<file path="config.mk">
export PLATFORM = sky130hd
export DESIGN_NAME = sysctl_bank
export DESIGN_NICKNAME = d
export VERILOG_FILES = /design/src/rtl/sysctl_pkg.sv /design/src/rtl/sysctl_decode.sv /design/src/rtl/sysctl_regs.sv /design/src/rtl/sysctl_rdmux.sv /design/src/rtl/sysctl_bank.sv
export SDC_FILE = /design/constraint.sdc
export NUM_CORES = 1
export LEC_CHECK = 0
export CAP_MARGIN = 20
export CORE_UTILIZATION = 53
export CTS_CLUSTER_DIAMETER = 100
export DETAILED_ROUTE_END_ITERATION = 12
export DONT_BUFFER_PORTS = 1
export GPL_TIMING_DRIVEN = 0
export PLACE_DENSITY = 0.68
export SKIP_LAST_GASP = 1
export SYNTH_ARGS = -nofsm -noshare
export SYNTH_HDL_FRONTEND = slang
export SYNTH_HIERARCHICAL = 1
export SYNTH_SLANG_ARGS = --single-unit
</file>
<file path="constraint.sdc">
create_clock -name clk -period 2.5 [get_ports clk]
set_input_delay 0.125 -clock clk [delete_from_list [all_inputs] [get_ports clk]]
set_output_delay 0.125 -clock clk [all_outputs]
set_load 0.03 [all_outputs]
</file>
<file path="src/rtl/sysctl_pkg.sv">
package sysctl_pkg;
  localparam int NPORT     = 11;
  localparam int IX_RST    = 0;
  localparam int IX_CPUCFG = 1;
  localparam int IX_FEAT   = 2;
  localparam int IX_STAT   = 3;
  localparam int IX_EXTF   = 4;
  localparam int IX_CACHE  = 5;
  localparam int IX_LIGHT  = 6;
  localparam int IX_LOCK1  = 7;
  localparam int IX_LOCK2  = 8;
  localparam int IX_SYSCTL = 9;
  localparam int IX_MAP    = 10;

  localparam logic [7:0] ID_CPUCFG   = 8'hEF;
  localparam logic [7:0] ID_FEAT     = 8'hAD;
  localparam logic [7:0] ID_STAT     = 8'hE0;
  localparam logic [7:0] ID_EXTF     = 8'h39;
  localparam logic [7:0] ID_CACHE    = 8'h03;
  localparam logic [7:0] RD_UNMAPPED = 8'hFF;
endpackage

</file>
<file path="src/rtl/sysctl_decode.sv">
module sysctl_decode #(
  parameter int ADDR_W = 16,
  parameter int NPORT  = 11,
  parameter logic [NPORT*ADDR_W-1:0] PORT_MAP = '0
) (
  input  logic [ADDR_W-1:0] addr,
  output logic [NPORT-1:0]  hit
);
  for (genvar i = 0; i < NPORT; i++) begin : g_cmp
    assign hit[i] = (addr == PORT_MAP[i*ADDR_W +: ADDR_W]);
  end
endmodule

</file>
<file path="src/rtl/sysctl_regs.sv">
module sysctl_regs
  import sysctl_pkg::*;
#(
  parameter int CTL_W = 4
) (
  input  logic             clk,
  input  logic             rst,
  input  logic             wr,
  input  logic [NPORT-1:0] hit,
  input  logic [7:0]       wdata,
  output logic             hreset,
  output logic             endian,
  output logic             light,
  output logic             lock1,
  output logic             lock2,
  output logic [CTL_W-1:0] ctl,
  output logic             map_mode
);
  logic unused_wdata;
  assign unused_wdata = ^wdata;

  always_ff @(posedge clk) begin
    if (rst) begin
      hreset   <= 1'b0;
      endian   <= 1'b0;
      light    <= 1'b0;
      lock1    <= 1'b0;
      lock2    <= 1'b0;
      ctl      <= '0;
      map_mode <= 1'b0;
    end else begin
      lock1 <= wr & hit[IX_LOCK1];
      lock2 <= wr & hit[IX_LOCK2];
      if (wr && hit[IX_RST]) begin
        hreset <= wdata[0];
        endian <= wdata[1];
      end
      if (wr && hit[IX_LIGHT])  light    <= wdata[0];
      if (wr && hit[IX_SYSCTL]) ctl      <= wdata[CTL_W-1:0];
      if (wr && hit[IX_MAP])    map_mode <= wdata[0];
    end
  end
endmodule

</file>
<file path="src/rtl/sysctl_rdmux.sv">
module sysctl_rdmux
  import sysctl_pkg::*;
#(
  parameter int CTL_W = 4
) (
  input  logic             clk,
  input  logic             rst,
  input  logic             rd,
  input  logic [NPORT-1:0] hit,
  input  logic             endian,
  input  logic [CTL_W-1:0] ctl,
  input  logic             map_mode,
  output logic [7:0]       rdata
);
  logic [7:0] val [NPORT];
  logic [7:0] rd_next;

  assign val[IX_RST]    = {6'b0, endian, 1'b0};
  assign val[IX_CPUCFG] = ID_CPUCFG;
  assign val[IX_FEAT]   = ID_FEAT;
  assign val[IX_STAT]   = ID_STAT;
  assign val[IX_EXTF]   = ID_EXTF;
  assign val[IX_CACHE]  = ID_CACHE;
  assign val[IX_LIGHT]  = RD_UNMAPPED;
  assign val[IX_LOCK1]  = RD_UNMAPPED;
  assign val[IX_LOCK2]  = RD_UNMAPPED;
  assign val[IX_SYSCTL] = {{(8-CTL_W){1'b0}}, ctl};
  assign val[IX_MAP]    = {7'b0, map_mode};

  always_comb begin
    rd_next = RD_UNMAPPED;
    for (int i = 0; i < NPORT; i++) begin
      if (hit[i]) rd_next = val[i];
    end
  end

  always_ff @(posedge clk) begin
    if (rst)     rdata <= 8'h00;
    else if (rd) rdata <= rd_next;
  end
endmodule

</file>
<file path="src/rtl/sysctl_bank.sv">
module sysctl_bank
  import sysctl_pkg::*;
#(
  parameter int ADDR_W = 16,
  parameter int CTL_W  = 4,
  parameter logic [ADDR_W-1:0] P_RST    = 16'h0092,
  parameter logic [ADDR_W-1:0] P_CPUCFG = 16'h0800,
  parameter logic [ADDR_W-1:0] P_FEAT   = 16'h0802,
  parameter logic [ADDR_W-1:0] P_STAT   = 16'h0803,
  parameter logic [ADDR_W-1:0] P_EXTF   = 16'h080C,
  parameter logic [ADDR_W-1:0] P_CACHE  = 16'h081C,
  parameter logic [ADDR_W-1:0] P_LIGHT  = 16'h0808,
  parameter logic [ADDR_W-1:0] P_LOCK1  = 16'h0810,
  parameter logic [ADDR_W-1:0] P_LOCK2  = 16'h0812,
  parameter logic [ADDR_W-1:0] P_SYSCTL = 16'h0814,
  parameter logic [ADDR_W-1:0] P_MAP    = 16'h0850
) (
  input  logic              clk,
  input  logic              rst,
  input  logic [ADDR_W-1:0] io_addr,
  input  logic              io_wr,
  input  logic              io_rd,
  input  logic [7:0]        io_wdata,
  output logic [7:0]        io_rdata,
  output logic              hreset_req,
  output logic              hardfile_led,
  output logic              nv_lock1,
  output logic              nv_lock2,
  output logic [CTL_W-1:0]  sys_ctrl,
  output logic              map_sparse
);
  localparam logic [NPORT*ADDR_W-1:0] PORT_MAP =
    {P_MAP, P_SYSCTL, P_LOCK2, P_LOCK1, P_LIGHT, P_CACHE,
     P_EXTF, P_STAT, P_FEAT, P_CPUCFG, P_RST};

  logic [NPORT-1:0] port_hit;
  logic             endian_flag;

  sysctl_decode #(.ADDR_W(ADDR_W), .NPORT(NPORT), .PORT_MAP(PORT_MAP)) i_decode (
    .addr (io_addr),
    .hit  (port_hit)
  );

  sysctl_regs #(.CTL_W(CTL_W)) i_regs (
    .clk      (clk),
    .rst      (rst),
    .wr       (io_wr),
    .hit      (port_hit),
    .wdata    (io_wdata),
    .hreset   (hreset_req),
    .endian   (endian_flag),
    .light    (hardfile_led),
    .lock1    (nv_lock1),
    .lock2    (nv_lock2),
    .ctl      (sys_ctrl),
    .map_mode (map_sparse)
  );

  sysctl_rdmux #(.CTL_W(CTL_W)) i_rdmux (
    .clk      (clk),
    .rst      (rst),
    .rd       (io_rd),
    .hit      (port_hit),
    .endian   (endian_flag),
    .ctl      (sys_ctrl),
    .map_mode (map_sparse),
    .rdata    (io_rdata)
  );
endmodule

</file>
---- Yosys cells after proc, flatten, opt, wreduce, memory -nomap -nowiden ----
Index checks and enable logic that the tools add are counted.
word-level totals
  memories ................................ 0
  memory bits (writable) .................. 0
  bits in registers ....................... 18
  word-level logic and storage cells ...... 36
  bits in latches ......................... 0
  memory bits (read-only) ................. 0
  bits of input ports ..................... 28
operators by class
  multipliers ............................. 0
  magnitude comparators ................... 0
  divide/modulo/power cells ............... 0
  bitwise gates (word level) .............. 2
  shift-type cells ........................ 0
  add/sub/neg operators ................... 0
  equal/unequal tests ..................... 11
  multiplexer cells ....................... 11
  reductions and logical operators ........ 4
operator list
  operator                number
  $eq A16 B12 Y1 const B  10
  $mux W8                 11
  $eq A16 B8 Y1 const B   1
  $logic_and A1 B1 Y1     4
  $and A1 B1 Y1           2

---- Depth between registers and ports, before layout ----
Gate-level depths: netlist of the first run.
  depth in word-level cells ............... 12
  depth in mapped cells ................... 7

---- By module ----
Netlist of the first run, hierarchy kept.
by module, submodules not included
  module         cells an instance  sequential area each (µm²)  instances  area an instance (µm²)
  sysctl_rdmux   64                 160.2                       1          464.2
  sysctl_regs    38                 200.2                       1          417.9
  sysctl_decode  29                 0.0                         1          200.2

---- Worst setup path after synthesis of the first run ----
No wires, ideal clock.
  kind .................................... input -> register
  start point ............................. input port io_addr[13]
  end point ............................... register i_rdmux.rdata[0]
  data arrival time ....................... 2.123 ns
  buffers on the path ..................... 0
  cell stages on the path ................. 7
  slack ................................... 0.263 ns
  required time ........................... 2.385 ns
  library setup time ...................... 0.115 ns
  cells stage by stage .................... nor4_4 > nand3b_2 > nor4_1 > inv_1 > o311ai_0 > a21oi_1 > o21a_1
on the way
  elaborated cells on any way between the ends .. 22
  those cells by class .................... 11 x eq/ne; 11 x mux
RTL lines
  item                    RTL line             source
  start: declaration      sysctl_bank.sv:20    input logic [ADDR_W-1:0] io_addr,
  $eq A16 B12 Y1          sysctl_decode.sv:10  assign hit[i] = (addr == PORT_MAP[i*ADDR_W +: ADDR_W]);
  via port_hit[9]         sysctl_bank.sv:36    logic [NPORT-1:0] port_hit;
  $mux W8 (2 in a row)    sysctl_rdmux.sv:33   if (hit[i]) rd_next = val[i];
  end signal: assignment  sysctl_rdmux.sv:39   else if (rd) rdata <= rd_next;
  end: declaration        sysctl_rdmux.sv:13   output logic [7:0] rdata
The timed path passes the listed nets, and every way through them passes these cells.
A chain may end at the register's enable or synchronous reset.

---- Final worst setup path of the first run ----
  start point ............................. input port io_addr[13]
  end point ............................... register i_rdmux.rdata[7]
on the way
  word-level cells in the longest chain between the ends .. 12
  elaborated cells on any way between the ends .. 22
  those cells by class .................... 11 x eq/ne; 11 x mux
ends and longest elaborated chain
  item                   RTL line
  $eq A16 B8 Y1          sysctl_decode.sv:10
  via port_hit[0]        sysctl_bank.sv:36
  $mux W8 (11 in a row)  sysctl_rdmux.sv:33
The timed path passes the listed nets, and every way through them passes these cells.

==> results_dict.tcl, run 1 <==
set metrics [dict create \
    syn-instance-count 131 \
    wl_per_cell_um 14.99 \
    internal-power_mw 0.3729 \
    post_dp_cell_area_mm2 0.001120 \
    diodes 0 \
    irDropWorstVdd_mv 0.3130 \
    power.density_mw_per_mm2 424.4 \
    pin_count 45 \
    clock_latency_ns 0.28 \
    timing.final.crit_share_pct 82.08 \
    combPwrFrac_pct 9.2 \
    power_mw 0.4976 \
    wl_mm 2.428 \
    htreeDepth 1 \
    end_kind "register" \
    yosysWarnings 6 \
    worst-setup-path-type "in2reg" \
    grt_pass1_vias 986 \
    worstMarginPinSlew_ns 0.9628 \
    dp_hpwl_mm 1.883 \
    ys_seq_elements 18 \
    synth_edf_count 0 \
    hold_depth 2 \
    synth_cell_types 39 \
    hold_path_class "in2reg" \
    r2r-start "i_regs/map_mode$_SDFFE_PP0P_" \
    num_vias 1001 \
    nets 167 \
    design_area_mm2 0.001172 \
    rsz0062_at_grt "no" \
    drc 0 \
    instances_no_fill 162 \
    p_clk_share_pct 26.9 \
    cts_tree "yes" \
    ant_nets 0 \
    cts-buffers-inserted 3 \
    clock-sinks 18 \
    postSynthAreaPerCell_um2 8.262 \
    place_inst 156 \
    clockBufferDepth 2 \
    fmax_ghz 0.4873 \
    cts_resized 0 \
    start_util_pct 59.45 \
    drive_above_1_share_pct 11.68 \
    finalWorstPathRequiredPeriod_ns 2.052 \
    finalSetupViolCount 0 \
    crit_arrival_ns 2.22 \
    grt_max_degree 11 \
    syn_to_final_growth_pct 8.323 \
    coreArea_mm2 0.001821 \
    leakage_nw 0.4127 \
    fin_util_pct 64.40 \
    post_cts_buffers 0 \
    fillers 179 \
    track_usage_pct 25.04 \
    power_switching_share_pct 25.06 \
    p_seq_share_pct 63.9 \
    yosys.area.top_type_share_pct 33.29 \
    p_sw_mw 0.1247 \
    synth_async_sr_flop_share_pct 0 \
    antenna_found_initial 0 \
    clkTransAtPathRegs_ns 0.09 \
    fin_skew_ns 0.001362 \
    grt_first_pass_wirelength_mm 3.939 \
    die_area_mm2 0.002227 \
    cts_hold_buf 3 \
    synthesis.area_mm2 0.001082 \
    drtIter0Drc 18 \
    syn-num-nets 159 \
    numPortBuffers 0 \
    reg2reg_depth 4 \
    min-delay-start "io_wdata[0]" \
    synth_area_leaders "dfxtp_1 33%, nand2b_1 4.6%, nor3_1 4.2%, nand2_1 4.2%, nor4_1 4.0%" \
    report.final.slew_viol_count 0 \
    max_slew_margin_pct 34.91 \
    synth_top_area_cell "dfxtp_1" \
    die_w_um 47.19 \
    maxCapViolCount 0 \
    min_to "i_regs/hreset$_SDFFE_PP0P_" \
    seq_area_frac_synth_pct 33.29 \
    r2r_slack_ns 1.27 \
    via_per_inst 6.179 \
    startpoint_type "input pin" \
    rows 15 \
    drt_first_pass_iters 5 \
    hold_viol_final 0 \
    status "complete, no violations" \
    worstPathRequired_ns 2.67 \
    overflow 0 \
    crit_fanout 6 \
    synth_most_common_cell "dfxtp_1" \
    die_y_um 47.19 \
    synthFlopType "dfxtp_1" \
    cts-root-buf "clkbuf_4" \
    place.gp.congestion 0.8354 \
    ys_top_cells_by_count "18 x dfxtp_1, 12 x nand2_1, 9 x nor2_1, 9 x nor3_1" \
    r2r-end "i_rdmux/rdata[0]$_SDFFE_PP0P_" \
]
worst max path at each step:
| stage | startpoint | endpoint |
|---|---|---|
| 3_5_place_dp | io_addr[13] | i_rdmux/rdata[7]$_SDFFE_PP0P_ |
| 6_report | io_addr[13] | i_rdmux/rdata[7]$_SDFFE_PP0P_ |
| 4_1_cts | io_addr[13] | i_rdmux/rdata[7]$_SDFFE_PP0P_ |
| 2_1_floorplan | io_addr[13] | i_rdmux/rdata[0]$_SDFFE_PP0P_ |
| 5_1_grt | io_addr[9] | i_rdmux/rdata[2]$_SDFFE_PP0P_ |
| 3_3_place_gp | io_addr[13] | i_rdmux/rdata[0]$_SDFFE_PP0P_ |
metrics by stage:
step                      hold slack (ns)  setup slack [ns]  TNS, ns
after floorplan                    0.2719            0.2626        0
after global placement             0.2762           -0.3565  -0.7038
after detailed placement           0.2873            0.1847        0
after CTS                         0.01388            0.4737        0
after global routing              0.02012            0.2275        0
final                             0.02581            0.4479        0
placed cells by master, fill, tap and decap left out, drive strengths merged, types with 2 or more instances in the layout:
master,n
nor2,9
nand3,8
dlygate4sd3,3
nor3b,2
nand4b,2
nor3,9
mux2i,4
o21ai,7
inv,6
and3b,2
buf,2
nor4b,2
dfxtp,18
nor4,9
nand2b,9
a21bo,4
nand3b,2
a21oi,10
clkbuf,4
a31oi,2
nand2,13
logic make-up after synthesis:
kind of cell | after synthesis | share of synthesized area (%)
and+or+nand+nor | 70 | 39.88
AOI/OAI and AO/OA | 30 | 18.96
DFF | 18 | 33.30
buffers and inverters | 9 | 4.162
muxes | 4 | 3.700
registers in the layout, indices dropped and copies added (netlist names):
register         count
i_rdmux/rdata        8
i_regs/hreset        1
i_regs/light         1
i_regs/endian        1
i_regs/map_mode      1
i_regs/ctl           4
i_regs/lock1         1
i_regs/lock2         1
cell type report:
cell class / count / area, µm² / share of cell area (%)
inverter: 6 / 22.52 / 1.921
clock buffer: 3 / 22.52 / 1.921
multi-input combinational: 104 / 683.2 / 58.27
buffer: 3 / 22.52 / 1.921
timing repair buffer: 3 / 30.03 / 2.561
sequential: 18 / 360.3 / 30.74
tap: 25 / 31.28 / 2.668
power by group through the flow:
stage,combinational [mW],sequential (mW),clock [mW]
5_1_grt,0.0505,0.320,0.150
6_report,0.0458,0.318,0.134
4_1_cts,0.0454,0.318,0.142
3_3_place_gp,0.0396,0.325,0
3_5_place_dp,0.0415,0.325,0
2_1_floorplan,0.0345,0.324,0
routing by layer:
metal / GRT usage (%) / routed length, µm
met1: 28.77 / 1053
met2: 43.61 / 1190
met3: 6.923 / 169
met4: 10.29 / 15
met5: 0 / 0
critical path, cell delays in order:
cell     delay (ns)
nor4_4         0.38
nand3_1        0.11
nor4b_1        0.81
nor4b_1        0.47
o31ai_1        0.11
a22oi_1        0.16
nor2_1         0.05
(Power assumes the default switching activity.)
==> inputs of run 2 (changes only) <==
==> constraint.sdc (replaced) <==
create_clock -name clk -period 2.1 [get_ports clk]
set_input_delay 0.105 -clock clk [delete_from_list [all_inputs] [get_ports clk]]
set_output_delay 0.105 -clock clk [all_outputs]
set_load 0.03 [all_outputs]
==> results_dict.tcl, run 2 (synthesized netlist as in run 1, its figures left out) <==
set metrics [dict create \
    hold_viol_final 0 \
    fin_skew_ns 0.002094 \
    cts-root-buf "clkbuf_4" \
    numPortBuffers 0 \
    drt_first_pass_iters 4 \
    grt_first_pass_wirelength_mm 3.781 \
    via_per_inst 6.253 \
    startpoint_type "input pin" \
    p_sw_mw 0.1526 \
    grt_pass1_vias 929 \
    worstPathRequired_ns 2.27 \
    internal-power_mw 0.4441 \
    ant_nets 0 \
    drtIter0Drc 33 \
    die_y_um 47.19 \
    end_kind "register" \
    diodes 0 \
    crit_fanout 6 \
    regMostFlops "i_rdmux/rdata" \
    pin_count 45 \
    coreArea_mm2 0.001821 \
    fmax_ghz 0.5581 \
    leakage_nw 0.4207 \
    max_slew_margin_pct 42.32 \
    wl_per_cell_um 14.59 \
    status "complete, no violations" \
    cts_tree "yes" \
    worst-setup-path-type "in2reg" \
    design_area_mm2 0.001187 \
    track_usage_pct 24.31 \
    reg_top3 "i_rdmux/rdata (8), i_regs/ctl (4)" \
    clockBufferDepth 2 \
    drive_above_1_share_pct 12.41 \
    cts-buffers-inserted 3 \
    layout_common_cells "18 x dfxtp_1, 12 x nand2_1, 9 x nor2_1, 9 x nor3_1" \
    wl_mm 2.363 \
    hold_path_class "in2reg" \
    rsz0062_at_grt "no" \
    finalWorstPathRequiredPeriod_ns 1.792 \
    nets 167 \
    die_w_um 47.19 \
    r2r-start "i_regs/map_mode$_SDFFE_PP0P_" \
    htreeDepth 1 \
    overflow 0 \
    power_switching_share_pct 25.57 \
    worstMarginPinSlew_ns 0.8572 \
    clock_latency_ns 0.28 \
    irDropWorstVdd_mv 0.4377 \
    num_vias 1013 \
    min-delay-start "io_wr" \
    setup_tns_ns 0 \
    rows 15 \
    maxCapViolCount 0 \
    timing.final.crit_share_pct 85.32 \
    place.gp.congestion 0.8051 \
    clkTransAtPathRegs_ns 0.09 \
    drc 0 \
    mostFrequentLayoutCell "dfxtp_1" \
    antenna_found_initial 0 \
    report.final.slew_viol_count 0 \
    p_clk_share_pct 27.4 \
    finalSetupViolCount 0 \
    grt_max_degree 11 \
    power.density_mw_per_mm2 502.5 \
    combPwrFrac_pct 9.2 \
    fin_util_pct 65.22 \
    crit_arrival_ns 1.96 \
    syn_to_final_growth_pct 9.711 \
    start_util_pct 59.45 \
    p_seq_share_pct 63.4 \
    die_area_mm2 0.002227 \
    critPathLaunch "io_addr[9]" \
    dp_hpwl_mm 1.837 \
    clock-sinks 18 \
    largest_reg_flops 8 \
    post_dp_cell_area_mm2 0.001120 \
]
## run 2: cell counts in the layout (fill, tap and decap cells not counted)
Identical to the previous run, type by type.
## run 2: stage by stage
| step | hold WS (ns) | instances | power [mW] | setup slack (ns) |
|---|---|---|---|---|
| 2_1_floorplan | 0.2519 | 131 | 0.4267 | 0.1664 |
| 3_3_place_gp | 0.2613 | 156 | 0.4338 | -0.1987 |
| 3_5_place_dp | 0.2673 | 156 | 0.4356 | -0.2393 |
| 4_1_cts | 0.001219 | 162 | 0.6017 | 0.06516 |
| 5_1_grt | 0.004204 | 162 | 0.6246 | 0.1670 |
| 6_report | 0.01507 | 162 | 0.5967 | 0.3082 |
## run 2: worst paths after layout
kind	to	slack (ns)	depth (start not counted)
max	i_rdmux/rdata[7]$_SDFFE_PP0P_	0.31	7
min	i_regs/map_mode$_SDFFE_PP0P_	0.02	2
max reg2reg	i_rdmux/rdata[0]$_SDFFE_PP0P_	0.89	4
min reg2reg	i_regs/endian$_SDFFE_PP0P_	0.48	2
## run 2: power by group through the flow
stage / logic (mW) / clock network [mW] / registers, mW
after floorplan: 0.0413 / 0 / 0.385
after CTS: 0.0539 / 0.169 / 0.379
after detailed placement: 0.0488 / 0 / 0.387
after global placement: 0.0473 / 0 / 0.387
final: 0.0548 / 0.163 / 0.378
after global routing: 0.0609 / 0.183 / 0.381
## run 2: cell type report
type	instances	area, µm²
Multi-Input combinational cell	104	698.2
Fill cell	170	633.1
Sequential cell	18	360.3
Tap cell	25	31.28
Timing Repair Buffer	3	30.03
Clock buffer	3	22.52
Buffer	3	22.52
Inverter	6	22.52
## run 2: repair_timing
action | CTS | global route
gates resized for setup | 0 | 2
buffers inserted | 0 | 0
hold endpoints to repair | 6 | 0
hold buffers | 3 | 0
endpoints found under the setup margin | 0 | 6
## run 2: worst max-delay path, stage by stage
cell	delay, ns
nor3_1	0.16
nand3_1	0.27
nor4b_2	0.65
nor4b_1	0.43
o31ai_1	0.12
a22oi_1	0.17
nor2_1	0.05
## run 2: per-layer routing
layer	wire length (µm)	track usage [%]	part of all wire, %
met1	1071	28.94	45
met2	1130	39.17	48
met3	149	8.462	6.3
met4	12	11.43	0.51
met5	0	0	0
==> inputs of run 3 (changes only) <==
--- a/config.mk
+++ b/config.mk
@@ -13,6 +13,7 @@
 export GPL_TIMING_DRIVEN = 0
 export PLACE_DENSITY = 0.68
 export SKIP_LAST_GASP = 1
+export SLEW_MARGIN = 25
 export SYNTH_ARGS = -nofsm -noshare
 export SYNTH_HDL_FRONTEND = slang
 export SYNTH_HIERARCHICAL = 1
==> constraint.sdc (replaced) <==
create_clock -name clk -period 1.71 [get_ports clk]
set_input_delay 0.0855 -clock clk [delete_from_list [all_inputs] [get_ports clk]]
set_output_delay 0.0855 -clock clk [all_outputs]
set_load 0.03 [all_outputs]
==> results_dict.tcl, run 3 (synthesized netlist as in run 1, its figures left out) <==
set metrics [dict create \
    pin_count 45 \
    irDropWorstVdd_mv 0.3786 \
    start_util_pct 59.45 \
    crit_buf_inv 0 \
    clockBufferDepth 2 \
    finalSetupViolCount 0 \
    regArea_um2 360.3 \
    p_clk_share_pct 27.3 \
    rows 15 \
    clkTransAtPathRegs_ns 0.10 \
    htreeDepth 1 \
    ant_nets 0 \
    clock-sinks 18 \
    num_vias 1022 \
    fin_skew_ns 0.001217 \
    cp_slowest_cell "nor4_2" \
    cts-buffers-inserted 3 \
    critPathLaunch "io_addr[14]" \
    fmax_ghz 0.6233 \
    via_per_inst 6.157 \
    status "complete, no violations" \
    max_slew_margin_pct 53.59 \
    grt_util_met1_pct 30.80 \
    numPortBuffers 0 \
    worst-setup-path-type "in2reg" \
    overflow 0 \
    layout_common_cells "18 x dfxtp_1, 12 x nand2_1, 9 x nor2_1" \
    maxCapViolCount 0 \
    report.final.slew_viol_count 0 \
    worstMarginPinSlew_ns 0.6908 \
    p_sw_mw 0.1924 \
    instances_no_fill 166 \
    crit_arrival_ns 1.82 \
    cts_tree "yes" \
    coreArea_mm2 0.001821 \
    cpLargestDelayFamily "simple AND/OR/NAND/NOR gates" \
    nets 171 \
    power_switching_share_pct 25.87 \
    worstPathRequired_ns 1.93 \
    mostFrequentLayoutCell "dfxtp_1" \
    track_usage_pct 26.85 \
    busiest_layer "met2" \
    place.gp.congestion 0.7839 \
    leakage_nw 0.4707 \
    hold_viol_final 0 \
    die_w_um 47.19 \
    syn_to_final_growth_pct 16.88 \
    reg_top3 "i_rdmux/rdata (8), i_regs/ctl (4)" \
    die_y_um 47.19 \
    die_area_mm2 0.002227 \
    finalWorstPathRequiredPeriod_ns 1.604 \
    setup_tns_ns 0 \
    drtIter0Drc 19 \
    place_inst 156 \
    hold_path_class "in2reg" \
    largest_reg_flops 8 \
    p_seq_share_pct 62.5 \
    startpoint_type "input pin" \
    diodes 0 \
    grt_pass1_vias 983 \
    grt_first_pass_wirelength_mm 4.153 \
    drt_first_pass_iters 4 \
    crit_fanout 6 \
    antenna_found_initial 0 \
    fin_util_pct 69.48 \
    dp_hpwl_mm 1.896 \
    r2r_slack_ns 0.55 \
    use_met3_pct 5.385 \
    multi_input_area_um2 738.2 \
    fillers 159 \
    rsz0062_at_grt "yes" \
    internal-power_mw 0.5511 \
    end_kind "register" \
    crit_chain "nor4_4 -> nand4b_4 -> nor4_2 -> nor3b_1 -> nor4_1 -> nor3_1 -> o21ai_0" \
    drc 0 \
    holdWs_ns 0.02110 \
    clock_latency_ns 0.28 \
    timing.final.crit_share_pct 93.82 \
    max_stage_delay_ns 0.51 \
    combPwrFrac_pct 10.2 \
    grt_max_degree 11 \
    cts-root-buf "clkbuf_4" \
    r2r-start "i_regs/map_mode$_SDFFE_PP0P_" \
    power.density_mw_per_mm2 587.8 \
    use_met2_pct 49.44 \
    regMostFlops "i_rdmux/rdata" \
    drive_above_1_share_pct 15.60 \
    wl_per_cell_um 15.70 \
    min-delay-start "rst" \
    wl_mm 2.607 \
]
[run 3: timing repair]
item | 4_1_cts | 5_1_grt
pin swaps | 1 | 0
hold buffers | 6 | 0
endpoints found under the setup margin | 1 | 4
buffers inserted | 1 | 0
gates resized for setup | 0 | 1
endpoints found under the hold margin | 9 | 0
[run 3: cell type report]
type / instances / share of cell area, %
Tap cell: 25 / 2.473
Sequential cell: 18 / 28.49
Buffer: 3 / 1.780
Multi-Input combinational cell: 104 / 58.36
Inverter: 6 / 1.780
Clock buffer: 3 / 1.780
Timing Repair Buffer: 7 / 5.341
[run 3: per-stage QoR]
| step | total power, mW | setup slack (ns) | instance area, µm² |
|---|---|---|---|
| after floorplan | 0.5264 | -0.02992 | 1139 |
| after global placement | 0.5359 | -0.2865 | 1170 |
| after detailed placement | 0.5380 | -0.3517 | 1170 |
| after CTS | 0.7496 | 0.1078 | 1260 |
| after global routing | 0.7737 | -0.02493 | 1265 |
| final | 0.7435 | 0.1056 | 1265 |
[run 3: worst reg2reg max path, cell delays in order (launching register included)]
cell and delay, ns:
dfxtp_1 0.55, nand2b_1 0.16, o311ai_1 0.11, a21oi_1 0.17, o21a_1 0.13
[run 3: path summary, 6_finish.rpt]
check | cells past startpoint | endpoint
worst min register to register | 2 | i_regs/endian$_SDFFE_PP0P_
worst max-delay path | 7 | i_rdmux/rdata[1]$_SDFFE_PP0P_
worst min-delay path | 2 | i_regs/ctl[3]$_SDFFE_PP0P_
worst max register to register | 4 | i_rdmux/rdata[0]$_SDFFE_PP0P_
[run 3: metal layers]
layer  share of wire [%]  vias up
met5                   0        -
met4                0.73        0
met3                 4.9        2
met2                  53       34
met1                  42      481
li1                    -      505
[run 3: power by group through the flow]
stage	clock [mW]	sequential, mW	combinational [mW]
global route	0.224	0.467	0.0824
finish	0.203	0.465	0.0758
detailed placement	0	0.475	0.0626
global placement	0	0.475	0.0611
floorplan	0	0.473	0.0532
CTS	0.210	0.465	0.0741
